## config.mk

```make
export PLATFORM = sky130hd
export DESIGN_NAME = field_xfer
export DESIGN_NICKNAME = d
export VERILOG_FILES = /design/src/rtl/field_xfer_pkg.sv /design/src/rtl/field_xfer_dp.sv /design/src/rtl/field_xfer_ctrl.sv /design/src/rtl/field_xfer.sv
export SDC_FILE = /design/constraint.sdc
export NUM_CORES = 1
export LEC_CHECK = 0
export BUFFER_PORTS_ARGS = -buffer_cell sky130_fd_sc_hd__buf_2
export CORE_AREA = 2 2 113 115
export CTS_CLUSTER_SIZE = 25
export DETAILED_ROUTE_END_ITERATION = 10
export DIE_AREA = 0 0 115 117
export GPL_TIMING_DRIVEN = 0
export PLACE_DENSITY = 0.84
export SETUP_SLACK_MARGIN = 0.02
export SLEW_MARGIN = 20
export SYNTH_ARGS = -nofsm -noshare
export SYNTH_HDL_FRONTEND = slang
export SYNTH_SLANG_ARGS = --single-unit
```

## constraint.sdc

```tcl
create_clock -name clk -period 11.7 [get_ports clk]
set_clock_uncertainty 0.15 [all_clocks]
set_input_delay 2.34 -clock clk [delete_from_list [all_inputs] [get_ports clk]]
set_output_delay 2.34 -clock clk [all_outputs]
set_load 0.1 [all_outputs]
```

## src/rtl/field_xfer_pkg.sv

```systemverilog
package field_xfer_pkg;

  typedef enum logic [2:0] {
    ST_IDLE,
    ST_READ,
    ST_WRITE,
    ST_PAD,
    ST_CLEAR,
    ST_FIN
  } xfer_state_t;

  typedef struct packed {
    logic load;
    logic rdEn;
    logic wrCopy;
    logic wrPad;
    logic wrClr;
    logic padInit;
    logic clrInit;
  } xfer_strb_t;

endpackage

```

## src/rtl/field_xfer_dp.sv

```systemverilog
module field_xfer_dp
  import field_xfer_pkg::*;
#(
  parameter int ADDR_W = 8,
  parameter int CHAR_W = 6
) (
  input  logic              clk,
  input  logic              rstN,
  input  xfer_strb_t        strb,
  input  logic [ADDR_W-1:0] src1MslIn,
  input  logic [ADDR_W-1:0] src1LslIn,
  input  logic [ADDR_W-1:0] dst2MslIn,
  input  logic [ADDR_W-1:0] dst2LslIn,
  input  logic              descIn,
  input  logic              clearIn,
  input  logic [CHAR_W-1:0] rdData,
  output logic [ADDR_W-1:0] rdAddr,
  output logic              wrEn,
  output logic [ADDR_W-1:0] wrAddr,
  output logic [CHAR_W-1:0] wrData,
  output logic              cntLast,
  output logic              padNeeded,
  output logic              clearOn
);

  localparam int CNT_W = ADDR_W + 1;
  localparam logic [CHAR_W-1:0] SPACE = '0;

  logic [ADDR_W-1:0] op1Msl, op1Lsl, op2Msl, op2Lsl;
  logic              desc, clearOpt;
  logic [ADDR_W-1:0] srcPtr, dstPtr;
  logic [CNT_W-1:0]  cnt;
  logic [CNT_W-1:0]  len1, len2, len1In, len2In, minIn;
  logic [ADDR_W-1:0] step;
  logic              covered;

  // Lengths of the latched ranges and of the ranges at the inputs
  always_comb begin
    len1   = {1'b0, op1Lsl} - {1'b0, op1Msl} + 1'b1;
    len2   = {1'b0, op2Lsl} - {1'b0, op2Msl} + 1'b1;
    len1In = {1'b0, src1LslIn} - {1'b0, src1MslIn} + 1'b1;
    len2In = {1'b0, dst2LslIn} - {1'b0, dst2MslIn} + 1'b1;
    minIn  = (len1In < len2In) ? len1In : len2In;
    step   = desc ? {{(ADDR_W-1){1'b0}}, 1'b1} : {ADDR_W{1'b1}};
  end

  always_ff @(posedge clk or negedge rstN) begin
    if (!rstN) begin
      op1Msl   <= '0;
      op1Lsl   <= '0;
      op2Msl   <= '0;
      op2Lsl   <= '0;
      desc     <= 1'b0;
      clearOpt <= 1'b0;
      srcPtr   <= '0;
      dstPtr   <= '0;
      cnt      <= '0;
    end else if (strb.load) begin
      op1Msl   <= src1MslIn;
      op1Lsl   <= src1LslIn;
      op2Msl   <= dst2MslIn;
      op2Lsl   <= dst2LslIn;
      desc     <= descIn;
      clearOpt <= clearIn;
      srcPtr   <= descIn ? src1MslIn : src1LslIn;
      dstPtr   <= descIn ? dst2MslIn : dst2LslIn;
      cnt      <= minIn;
    end else begin
      if (strb.wrCopy) begin
        srcPtr <= srcPtr + step;
        dstPtr <= dstPtr + step;
      end
      if (strb.wrPad) dstPtr <= dstPtr + step;
      if (strb.wrClr) srcPtr <= srcPtr + step;
      if (strb.clrInit) srcPtr <= desc ? op1Msl : op1Lsl;
      if (strb.padInit)
        cnt <= len2 - len1;
      else if (strb.clrInit)
        cnt <= len1;
      else if (strb.wrCopy || strb.wrPad || strb.wrClr)
        cnt <= cnt - 1'b1;
    end
  end

  always_comb begin
    covered   = (srcPtr >= op2Msl) && (srcPtr <= op2Lsl);
    rdAddr    = srcPtr;
    wrEn      = strb.wrCopy | strb.wrPad | (strb.wrClr & ~covered);
    wrAddr    = strb.wrClr ? srcPtr : dstPtr;
    wrData    = strb.wrCopy ? rdData : SPACE;
    cntLast   = (cnt == {{(CNT_W-1){1'b0}}, 1'b1});
    padNeeded = (len2 > len1);
    clearOn   = clearOpt;
  end


  read_then_write_chk: assert property (@(posedge clk) disable iff (!rstN)
    strb.rdEn |=> wrEn);


  clear_in_source_chk: assert property (@(posedge clk) disable iff (!rstN)
    (strb.wrClr && wrEn) |-> (wrAddr >= op1Msl && wrAddr <= op1Lsl));


  ranges_held_chk: assert property (@(posedge clk) disable iff (!rstN)
    (strb.rdEn || strb.wrCopy || strb.wrPad || strb.wrClr) |=>
      ($stable(op1Msl) && $stable(op1Lsl) && $stable(op2Msl) && $stable(op2Lsl) && $stable(desc)));

endmodule

```

## src/rtl/field_xfer_ctrl.sv

```systemverilog
module field_xfer_ctrl
  import field_xfer_pkg::*;
(
  input  logic       clk,
  input  logic       rstN,
  input  logic       start,
  input  logic       cntLast,
  input  logic       padNeeded,
  input  logic       clearOn,
  output xfer_strb_t strb,
  output logic       busy,
  output logic       done
);

  xfer_state_t state, nextState;

  always_ff @(posedge clk or negedge rstN) begin
    if (!rstN) state <= ST_IDLE;
    else       state <= nextState;
  end

  always_comb begin
    strb      = '0;
    nextState = state;
    unique case (state)
      ST_IDLE: if (start) begin
        strb.load = 1'b1;
        nextState = ST_READ;
      end
      ST_READ: begin
        strb.rdEn = 1'b1;
        nextState = ST_WRITE;
      end
      ST_WRITE: begin
        strb.wrCopy = 1'b1;
        if (!cntLast) nextState = ST_READ;
        else if (padNeeded) begin
          strb.padInit = 1'b1;
          nextState    = ST_PAD;
        end else if (clearOn) begin
          strb.clrInit = 1'b1;
          nextState    = ST_CLEAR;
        end else nextState = ST_FIN;
      end
      ST_PAD: begin
        strb.wrPad = 1'b1;
        if (cntLast) begin
          if (clearOn) begin
            strb.clrInit = 1'b1;
            nextState    = ST_CLEAR;
          end else nextState = ST_FIN;
        end
      end
      ST_CLEAR: begin
        strb.wrClr = 1'b1;
        if (cntLast) nextState = ST_FIN;
      end
      ST_FIN:  nextState = ST_IDLE;
      default: nextState = ST_IDLE;
    endcase
  end

  assign busy = (state != ST_IDLE);
  assign done = (state == ST_FIN);


  busy_from_start_chk: assert property (@(posedge clk) disable iff (!rstN)
    $rose(busy) |-> $past(start));


  idle_after_done_chk: assert property (@(posedge clk) disable iff (!rstN)
    done |=> !busy);

endmodule

```

## src/rtl/field_xfer.sv

```systemverilog
module field_xfer
  import field_xfer_pkg::*;
#(
  parameter int ADDR_W = 8,
  parameter int CHAR_W = 6
) (
  input  logic              clk,
  input  logic              rstN,
  input  logic              start,
  input  logic [ADDR_W-1:0] src1Msl,
  input  logic [ADDR_W-1:0] src1Lsl,
  input  logic [ADDR_W-1:0] dst2Msl,
  input  logic [ADDR_W-1:0] dst2Lsl,
  input  logic              descend,
  input  logic              clearSrc,
  output logic              busy,
  output logic              done,
  output logic              rdEn,
  output logic [ADDR_W-1:0] rdAddr,
  input  logic [CHAR_W-1:0] rdData,
  output logic              wrEn,
  output logic [ADDR_W-1:0] wrAddr,
  output logic [CHAR_W-1:0] wrData
);

  xfer_strb_t strb;
  logic cntLast, padNeeded, clearOn;

  field_xfer_ctrl u_ctrl (
    .clk       (clk),
    .rstN      (rstN),
    .start     (start),
    .cntLast   (cntLast),
    .padNeeded (padNeeded),
    .clearOn   (clearOn),
    .strb      (strb),
    .busy      (busy),
    .done      (done)
  );

  field_xfer_dp #(.ADDR_W(ADDR_W), .CHAR_W(CHAR_W)) u_dp (
    .clk       (clk),
    .rstN      (rstN),
    .strb      (strb),
    .src1MslIn (src1Msl),
    .src1LslIn (src1Lsl),
    .dst2MslIn (dst2Msl),
    .dst2LslIn (dst2Lsl),
    .descIn    (descend),
    .clearIn   (clearSrc),
    .rdData    (rdData),
    .rdAddr    (rdAddr),
    .wrEn      (wrEn),
    .wrAddr    (wrAddr),
    .wrData    (wrData),
    .cntLast   (cntLast),
    .padNeeded (padNeeded),
    .clearOn   (clearOn)
  );

  assign rdEn = strb.rdEn;

  // a write not preceded by a read carries the space code
  space_write_chk: assert property (@(posedge clk) disable iff (!rstN)
    (wrEn && !$past(rdEn)) |-> (wrData == '0));


  quiet_when_idle_chk: assert property (@(posedge clk) disable iff (!rstN)
    !busy |-> (!rdEn && !wrEn));

endmodule

```

==> flow_summary.json, run 1 <==
{
  "first_pass_iters": 5,
  "ys_types": 68,
  "status": "finished clean",
  "diodes": 0,
  "critical_path_class": "in -> reg",
  "cp_max_fo": 10,
  "async_flop_share": 1.000,
  "start_util": 0.5319,
  "layout_common_cells": "107 x ha_1, 88 x nand2_1, 74 x inv_1",
  "power_density_nw_per_um2": 202.9,
  "tightest_slew_ns": 0.8205,
  "postSynthCellCount": 764,
  "clk_pin_slew_ns": 0.06,
  "hold_viol_final": 0,
  "synth-edff-count": 0,
  "fillers": 1035,
  "synthDominantCellAreaShare": 0.2369,
  "via_per_inst": 6.129,
  "grt_start_max_net_pins": 50,
  "drt_iter0_drc": 629,
  "root_buffer": "clkbuf_16",
  "cts_buffers": 9,
  "hold_class": "reg -> reg",
  "cp.required_ns": 11.78,
  "die_w_um": 115,
  "ir_drop_uv": 207.8,
  "ctsHtreeMaxLevel": 3,
  "dp_hpwl_mm": 14.36,
  "fin_util": 0.5977,
  "routed_wl_mm": 18.51,
  "ys_seq_area_frac": 0.2369,
  "antenna_found_initial": 0,
  "final_common_cell": "ha_1",
  "p_leak_nw": 3.709,
  "tritoncts": "built",
  "grt_pass1_vias": 5733,
  "die_h_um": 117,
  "num_rows": 41,
  "die-area_um2": 13460,
  "clock_latency_ns": 0.34,
  "clock-sinks": 62,
  "portBuffers": 67,
  "drive_gt1_frac": 0.1359,
  "grt_pass1_wl_mm": 29.35,
  "vias": 6104,
  "gp_congestion": 0.9466,
  "layout_min_cycle_time_ns": 5.940,
  "setup_viol": 0,
  "postCtsSetupRepairBufs": 0,
  "design_area_um2": 7358,
  "wl_per_cell_um": 18.58,
  "ys_dominant_reg_cell": "dfrtp_1",
  "grt_use_total": 0.2831,
  "io_pins": 69,
  "max_slew_margin": 0.4530,
  "critPathCaptureType": "register",
  "yosysTopAreaCell": "dfrtp_1",
  "drc_errors": 0,
  "placed_cell_area_um2": 7102,
  "cts_buffer_depth": 2,
  "yosys_warnings": 0,
  "setup_tns_ns": 0,
  "design.core.area_um2": 12310,
  "slew_viol_final": 0,
  "nNetsFinal": 1000,
  "syn_nets": 921,
  "yosys-top-cells-area": "dfrtp_1 24%, ha_1 20%, nand2_1 5.0%, mux2i_1 4.3%, inv_1 4.2%",
  "grt-ovfl-total": 0,
  "cts-resized-gates": 0,
  "fmax_ghz": 0.1684,
  "drv_cap": 0,
  "grt_setup_unrepaired": "false",
  "syn_area_um2": 6549,
  "syn2layout_area_growth_pct": 12.36,
  "syn_area_per_cell_um2": 8.572,
  "yosys_register_bits": 62,
  "holdBufCountCts": 0,
  "start_kind": "primary input",
  "antenna_left": 0,
  "min_period_over_period": 0.5077,
  "worst_ep_arrival_time_ns": 6.02
}
-- cells by family (layout without fill, tap and decap cells) --
| family | after synthesis | in the layout | synth area share |
|---|---|---|---|
| AO/OA/AOI/OAI | 209 | 209 | 0.2142 |
| multiplexers | 37 | 37 | 0.05827 |
| XOR/XNOR | 43 | 43 | 0.05751 |
| flip-flops | 62 | 62 | 0.2369 |
| AND/OR/NAND/NOR | 199 | 199 | 0.1448 |
| adder cells (fa/ha/maj) | 114 | 114 | 0.2258 |
| buffers and inverters | 100 | 182 | 0.06248 |
-- flip-flops by register name, summed over array words and instances (netlist names) --
name / flops
u_ctrl.state: 3
u_dp.clearOn: 1
u_dp.cnt: 9
u_dp.desc: 1
u_dp.dstPtr: 8
u_dp.op1Lsl: 8
u_dp.op1Msl: 8
u_dp.op2Lsl: 8
u_dp.op2Msl: 8
u_dp.rdAddr: 8
-- Yosys cell counts (4+ instances only) --
| master | n |
|---|---|
| a21oi_1 | 53 |
| a211o_1 | 6 |
| nor2b_1 | 14 |
| clkbuf_1 | 13 |
| buf_1 | 5 |
| o21a_1 | 9 |
| mux2i_1 | 28 |
| o31ai_1 | 5 |
| nor2_1 | 39 |
| xor2_1 | 12 |
| nand3_1 | 10 |
| nand2_1 | 88 |
| nand4_1 | 4 |
| fa_1 | 7 |
| o22ai_1 | 6 |
| nand2b_1 | 8 |
| a211oi_1 | 11 |
| a22o_1 | 6 |
| o21ai_0 | 49 |
| ha_1 | 107 |
| o21bai_1 | 6 |
| mux2_2 | 9 |
| a21o_1 | 15 |
| o211ai_1 | 13 |
| a31oi_1 | 4 |
| dfrtp_1 | 62 |
| and2_1 | 9 |
| nor3_1 | 4 |
| xnor2_1 | 31 |
| inv_1 | 74 |
-- stage by stage --
step	instances	worst slack [ns]	total power [mW]	hold WS [ns]
3_3_place_gp	981	5.517	1.198	0.3446
6_report	996	5.760	1.493	0.3668
4_1_cts	996	5.769	1.475	0.3626
2_1_floorplan	764	3.468	1.036	0.3093
5_1_grt	996	5.380	1.578	0.4064
3_5_place_dp	982	5.449	1.223	0.3524
-- worst paths after layout --
check,start,to,slack [ns],cells after the start
max,dst2Lsl[1],u_dp.cnt[1],5.76,20
min,u_dp.clearOn,u_dp.clearOn,0.37,2
max reg2reg,u_dp.op1Lsl[1],u_dp.rdAddr[6],6.94,18
min reg2reg,u_dp.clearOn,u_dp.clearOn,0.37,2
max in group asynchronous,rstN,u_dp.op2Msl[3],9.16,2
min in group asynchronous,rstN,u_dp.cnt[6],1.71,1
-- metal layers --
layer / part of all wire / wire (um) / vias to the layer above / global-route usage
met5: 0 / 0 / - / 0
met4: 0.038 / 707 / 0 / 0.1269
met1: 0.41 / 7642 / 2889 / 0.3775
li1: - / - / 2881 / -
met3: 0.075 / 1380 / 55 / 0.02729
met2: 0.47 / 8776 / 279 / 0.4698
-- critical path, cell delays in order --
cell and delay, ns:
buf_2 0.09, inv_1 0.06, ha_1 0.27, inv_1 0.04, ha_1 0.21, fa_1 0.41
a21oi_1 0.20, nor2b_1 0.07, nor2_1 0.11, xnor2_1 0.20, inv_1 0.08, ha_1 0.31
a21oi_1 0.13, nor2b_1 0.06, a2111oi_0 0.39, o21bai_1 0.14, buf_2 0.22, mux2i_1 0.31
o22ai_1 0.14, a211o_1 0.24
-- report_power, final --
part | total, mW | switching, mW | internal (mW)
logic | 0.912 | 0.580 | 0.332
clock network | 0.246 | 0.100 | 0.146
registers | 0.334 | 0.0720 | 0.262
total | 1.49 | 0.752 | 0.741
-- cell type report --
cell class | count | area (um^2) | area share
Clock buffer | 12 | 246.5 | 0.03350
Multi-Input combinational cell | 602 | 4588 | 0.6235
Inverter | 74 | 277.8 | 0.03775
Buffer | 26 | 131.4 | 0.01785
Sequential cell | 62 | 1551 | 0.2108
Timing Repair Buffer | 68 | 365.4 | 0.04965
Tap cell | 150 | 187.7 | 0.02551
Clock inverter | 2 | 10.01 | 0.001360
(Power assumes the default switching activity.)
==> run 2: changes to the inputs <==
--- a/config.mk
+++ b/config.mk
@@ -5,13 +5,14 @@
 export SDC_FILE = /design/constraint.sdc
 export NUM_CORES = 1
 export LEC_CHECK = 0
+export ABC_AREA = 1
 export BUFFER_PORTS_ARGS = -buffer_cell sky130_fd_sc_hd__buf_2
-export CORE_AREA = 2 2 113 115
+export CORE_AREA = 2 2 114 116
 export CTS_CLUSTER_SIZE = 25
 export DETAILED_ROUTE_END_ITERATION = 10
-export DIE_AREA = 0 0 115 117
+export DIE_AREA = 0 0 116 118
 export GPL_TIMING_DRIVEN = 0
-export PLACE_DENSITY = 0.84
+export PLACE_DENSITY = 0.87
 export SETUP_SLACK_MARGIN = 0.02
 export SLEW_MARGIN = 20
 export SYNTH_ARGS = -nofsm -noshare
==> constraint.sdc (replaced) <==
create_clock -name clk -period 4.95 [get_ports clk]
set_clock_uncertainty 0.15 [all_clocks]
set_input_delay 0.99 -clock clk [delete_from_list [all_inputs] [get_ports clk]]
set_output_delay 0.99 -clock clk [all_outputs]
set_load 0.1 [all_outputs]
==> run 2 against run 1 <==
Synthesized cell count grew 24%; hold slack lost 0.034 ns; cell area grew 2.9%; wire length is essentially flat; die area grew 1.7%; largest cell class unchanged; first-iteration DRC count shrank 12%; critical endpoint is now u_dp.cnt[4]; clock-buffer cell count shrank 3; flip-flop and latch count is the same; global-route usage shrank 0.23 points; via count grew 6.2%; register-to-register slack lost 6.1 ns; synthesized area grew 2.5%.
==> flow_summary.json, run 2 <==
{
  "status": "finished clean",
  "ctsHtreeMaxLevel": 3,
  "tightest_slew_ns": 0.7819,
  "grt_pass1_vias": 6159,
  "min_period_over_period": 0.8841,
  "yosys-top-cells-area": "dfrtp_1 23%, ha_1 20%, nand2_1 13%, inv_1 8.6%, o21ai_0 6.1%",
  "reg2reg_from": "u_dp.op2Lsl[1]",
  "gp_congestion": 1.002,
  "hold_class": "reg -> reg",
  "grt-ovfl-total": 0,
  "fin_util": 0.6099,
  "holdBufCountCts": 0,
  "instances_no_fill": 1207,
  "worstHoldStart": "u_dp.cnt[7]",
  "worstPathCellList": "buf_2 -> inv_1 -> ha_1 -> ha_1 -> inv_1 -> o21ai_0 -> a21boi_0 -> nand2_1 -> inv_1 -> or2_2 -> nand2_1 -> inv_1 -> ha_1 -> a21oi_1 -> o21a_1 -> nand3_1 -> inv_1 -> clkbuf_1 -> nand2_1 -> o211ai_1 -> nand3_1 -> nand2_1",
  "critPathCaptureType": "register",
  "setup_tns_ns": 0,
  "syn_area_per_cell_um2": 7.060,
  "antenna_found_initial": 0,
  "final_common_cell": "nand2_1",
  "die_h_um": 118,
  "drv_cap": 0,
  "clk_pin_slew_ns": 0.06,
  "cts-resized-gates": 0,
  "worst_ep_arrival_time_ns": 4.50,
  "layout_min_cycle_time_ns": 4.376,
  "yosys_warnings": 0,
  "synth-edff-count": 0,
  "layout_common_cells": "234 x nand2_1, 153 x inv_1, 107 x ha_1",
  "first_pass_iters": 6,
  "yosysTopAreaCell": "dfrtp_1",
  "num_rows": 41,
  "async_flop_share": 1.000,
  "cp_top_family": "simple AND/OR/NAND/NOR gates",
  "grt_use_total": 0.2809,
  "grt_start_max_net_pins": 63,
  "cts_buffer_depth": 2,
  "clock-sinks": 62,
  "cp-startpoint": "src1Msl[5]",
  "synth.most_common_cell": "nand2_1",
  "die-area_um2": 13690,
  "nNetsFinal": 1187,
  "synthDominantCellAreaShare": 0.2311,
  "fmax_ghz": 0.2285,
  "antenna_left": 0,
  "dp_hpwl_mm": 15.27,
  "wl_per_cell_um": 15.32,
  "grt_setup_unrepaired": "false",
  "clock_latency_ns": 0.34,
  "diodes": 0,
  "setup_viol": 0,
  "top_register": "u_dp.cnt",
  "syn_nets": 1108,
  "routed_wl_mm": 18.49,
  "grt_pass1_wl_mm": 29.97,
  "max_stage_delay_ns": 0.32,
  "path_common_cell": "inv_1",
  "postCtsSetupRepairBufs": 0,
  "vias": 6485,
  "via_per_inst": 5.373,
  "cts_buffers": 9,
  "drc_errors": 0,
  "hold_viol_final": 0,
  "critPathBufInv": 7,
  "largest_reg_flops": 9,
  "syn2layout_area_growth_pct": 12.77,
  "critical_path_class": "in -> reg",
  "synth_common_cells": "234 x nand2_1, 153 x inv_1, 107 x ha_1",
  "ys_types": 43,
  "tritoncts": "built",
  "yosys_register_bits": 62,
  "drive_gt1_frac": 0.1121,
  "cp_max_fo": 10,
  "design.core.area_um2": 12410,
  "die_w_um": 116,
  "postSynthCellCount": 951,
  "ys_seq_area_frac": 0.2311,
  "portBuffers": 68,
  "root_buffer": "clkbuf_16",
  "slew_viol_final": 0,
  "io_pins": 69,
  "cp.required_ns": 5.07,
  "ys_dominant_reg_cell": "dfrtp_1",
  "syn_area_um2": 6714,
  "start_kind": "primary input",
  "start_util": 0.5408,
  "post-place-cells": 1191,
  "drt_iter0_drc": 555,
  "max_slew_margin": 0.4788,
  "slowest_stage": "ha_1"
}
run 2: cell count changes after synthesis, moves of 8 or more:
cell      delta
and2_1       -8
nand2_1    +146
nand3_1     +39
mux2_2       -9
o21ai_0     +33
a211oi_1    -11
nor2b_1     -14
inv_1       +79
a21o_1      -12
mux2i_1     -28
nor2_1      +17
nand2b_1     -8
run 2: final cells by class:
cell class	instances	area, um^2
Buffer	23	125.1
Sequential cell	62	1551
Clock inverter	7	73.82
Inverter	155	586.8
Fill cell	1173	4843
Multi-Input combinational cell	711	4451
Clock buffer	9	225.2
Timing Repair Buffer	68	342.8
Tap cell	172	215.2
run 2: routing by layer:
layer | vias to the layer above | global-route usage | wire length (um)
li1 | 3270 | - | -
met1 | 2947 | 0.3620 | 7767
met2 | 226 | 0.4613 | 8559
met3 | 42 | 0.04274 | 1291
met4 | 0 | 0.1250 | 871
met5 | - | 0 | 0
run 2: tightest hold or removal path, cell delays in order, from the launching register on:
cell,delay [ns]
dfrtp_1,0.34
nand2_1,0.06
nand2_1,0.05
run 2: worst paths after layout:
kind                       cells past startpoint  slack, ns         endpoint
max in group asynchronous                      1       3.55   u_dp.op2Lsl[4]
min                                            2       0.33      u_dp.cnt[7]
max reg2reg                                   22       0.80   u_dp.rdAddr[7]
min in group asynchronous                      1       0.57  u_ctrl.state[1]
min reg2reg                                    2       0.33      u_dp.cnt[7]
max                                           22       0.57      u_dp.cnt[4]
run 2: cell families (layout without fill, tap and decap cells):
group                    count (synthesis)  in the layout  share of synthesized area
AND/OR/NAND/NOR                        379            379                     0.2432
buffers and inverters                  178            262                     0.1060
AO/OA/AOI/OAI                          176            176                     0.1446
adder cells (fa/ha/maj)                114            114                     0.2203
flip-flops                              62             62                     0.2311
XOR/XNOR                                42             42                    0.05479
run 2: stage by stage:
step	hold slack, ns	instance area, um^2	worst slack [ns]
finish	0.3331	7571	0.5739
global route	0.3651	7571	0.2235
CTS	0.3386	7571	0.6305
detailed placement	0.3245	7272	0.2818
global placement	0.3168	7269	0.3236
floorplan	0.2991	6714	0.4521
Power of run 2 is left out: the tool's default activity adds up to more than one toggle a clock period on the data nets, which glitch-free logic cannot reach.
==> run 3: changes to the inputs <==
--- a/config.mk
+++ b/config.mk
@@ -7,12 +7,11 @@
 export LEC_CHECK = 0
 export ABC_AREA = 1
 export BUFFER_PORTS_ARGS = -buffer_cell sky130_fd_sc_hd__buf_2
-export CORE_AREA = 2 2 114 116
+export CORE_AREA = 2 2 167 169
 export CTS_CLUSTER_SIZE = 25
 export DETAILED_ROUTE_END_ITERATION = 10
-export DIE_AREA = 0 0 116 118
-export GPL_TIMING_DRIVEN = 0
-export PLACE_DENSITY = 0.87
+export DIE_AREA = 0 0 169 171
+export PLACE_DENSITY = 0.52
 export SETUP_SLACK_MARGIN = 0.02
 export SLEW_MARGIN = 20
 export SYNTH_ARGS = -nofsm -noshare
==> run 3 against run 2 <==
Cell area increased by 1.8%; largest cell class unchanged; first-iteration DRC count shrank 19%; worst setup slack gained 0.16 ns; cell count up 13%; maximum frequency is 3.7% higher; sequential share of layout area fell by 0.37 points; non-clock buffer count decreased by 18.
==> flow_summary.json, run 3 (same netlist as run 2, synthesis figures left out) <==
{
  "top_register": "u_dp.cnt",
  "drv_cap": 0,
  "met1_length_mm": 10.12,
  "ctsHtreeMaxLevel": 3,
  "holdBufCountCts": 0,
  "tritoncts": "built",
  "cp-startpoint": "u_dp.op1Msl[3]",
  "dp_hpwl_mm": 17.50,
  "cts_buffers": 9,
  "grt-ovfl-total": 0,
  "grt_pass1_wl_mm": 33.52,
  "grt_pass1_vias": 6004,
  "cts_buffer_depth": 2,
  "slew_viol_final": 0,
  "cts-resized-gates": 0,
  "r2r_cells": 20,
  "die-area_um2": 28900,
  "layout_min_cycle_time_ns": 4.218,
  "start_kind": "register",
  "postCtsSetupRepairBufs": 0,
  "met2WireLength_mm": 9.479,
  "final_common_cell": "nand2_1",
  "layout_common_cells": "233 x nand2_1, 153 x inv_1, 107 x ha_1",
  "syn2layout_area_growth_pct": 14.83,
  "routed_wl_mm": 21.24,
  "start_util": 0.2457,
  "clk_pin_slew_ns": 0.06,
  "grt_start_max_net_pins": 47,
  "die_h_um": 171,
  "hold_class": "reg -> reg",
  "clock_latency_ns": 0.34,
  "grt_use_total": 0.1509,
  "fmax_ghz": 0.2371,
  "worst_ep_arrival_time_ns": 4.29,
  "portBuffers": 68,
  "max_slew_margin": 0.4321,
  "grt_setup_unrepaired": "false",
  "setup_tns_ns": 0,
  "design.core.area_um2": 27320,
  "critical_path_class": "reg -> reg",
  "drc_errors": 0,
  "num_rows": 61,
  "wl_per_cell_um": 15.58,
  "rrSetupSlack_ns": 0.73,
  "root_buffer": "clkbuf_16",
  "highest_layer": "met4",
  "min_period_over_period": 0.8522,
  "nNetsFinal": 1169,
  "cp.required_ns": 5.02,
  "drt_iter0_drc": 450,
  "vias": 6244,
  "die_w_um": 169,
  "tightest_slew_ns": 0.8430,
  "diodes": 0,
  "gp_congestion": 0.9297,
  "drive_gt1_frac": 0.1111,
  "io_pins": 69,
  "wl_met3_um": 921,
  "antenna_left": 0,
  "cp_max_fo": 25,
  "first_pass_iters": 5,
  "largest_reg_flops": 9,
  "via_per_inst": 4.581,
  "clock-sinks": 62,
  "reg2reg_from": "u_dp.op1Msl[3]",
  "crit_end": "u_dp.cnt[3]",
  "critPathCaptureType": "register",
  "r2r-end": "u_dp.cnt[3]",
  "status": "finished clean",
  "setup_viol": 0,
  "antenna_found_initial": 0,
  "hold_viol_final": 0
}
[run 3: cell count changes in the layout (fill, tap and decap cells not counted)]
cell / before / now
buf_2: 71 / 68
clkbuf_1: 14 / 0
nand2_2: 2 / 3
nand2_1: 234 / 233
buf_6: 2 / 0
buf_8: 1 / 0
buf_4: 3 / 5
clkinv_2: 2 / 1
clkbuf_8: 0 / 1
[run 3: area by class of cell]
| type | count | area [um^2] |
|---|---|---|
| Fill cell | 3034 | 19610 |
| Timing Repair Buffer | 73 | 377.9 |
| Sequential cell | 62 | 1551 |
| Clock buffer | 10 | 239.0 |
| Inverter | 155 | 586.8 |
| Tap cell | 346 | 432.9 |
| Multi-Input combinational cell | 711 | 4453 |
| Clock inverter | 6 | 68.82 |
[run 3: stage by stage]
stage	setup WS [ns]	instances	cell area (um^2)	util	hold WS (ns)
final	0.7318	1363	7710	0.2822	0.3382
after global routing	0.2779	1363	7710	0.2822	0.3739
after CTS	0.7430	1363	7710	0.2822	0.3426
after detailed placement	0.4691	1347	7402	0.2709	0.3275
after global placement	0.5044	1347	7402	0.2709	0.3171
after floorplan	0.4521	951	6714	-	0.2991
[run 3: critical path, stage by stage (launching register included)]
cell     delay (ns)
dfrtp_1        0.38
inv_1          0.06
ha_1           0.27
ha_1           0.39
a21oi_1        0.16
nand2_1        0.16
a21oi_1        0.20
xor2_1         0.34
inv_1          0.08
ha_1           0.32
inv_1          0.08
nor3_1         0.25
nand3_1        0.17
nand3_2        0.14
nand2_4        0.18
inv_6          0.17
nor2_8         0.05
nand2_2        0.20
inv_1          0.17
nand2_1        0.09
nand2_1        0.05
[run 3: layer usage]
metal / vias to the layer above / track usage
met5: - / 0
met4: 0 / 0.05760
met3: 23 / 0.02036
met2: 163 / 0.2431
met1: 2822 / 0.2054
li1: 3236 / -
[run 3: worst min-delay path by stage]
stage               slack [ns]            from             end  cells after the start
global placement          0.32  u_dp.op2Msl[4]  u_dp.op2Msl[4]                      2
finish                    0.34  u_dp.op2Msl[6]  u_dp.op2Msl[6]                      2
detailed placement        0.33  u_dp.op2Msl[6]  u_dp.op2Msl[6]                      2
global route              0.37  u_dp.op2Msl[3]  u_dp.op2Msl[3]                      2
floorplan                 0.30     u_dp.cnt[7]     u_dp.cnt[7]                      2
CTS                       0.34  u_dp.op2Msl[6]  u_dp.op2Msl[6]                      2
Power of run 3 is left out for the same reason.
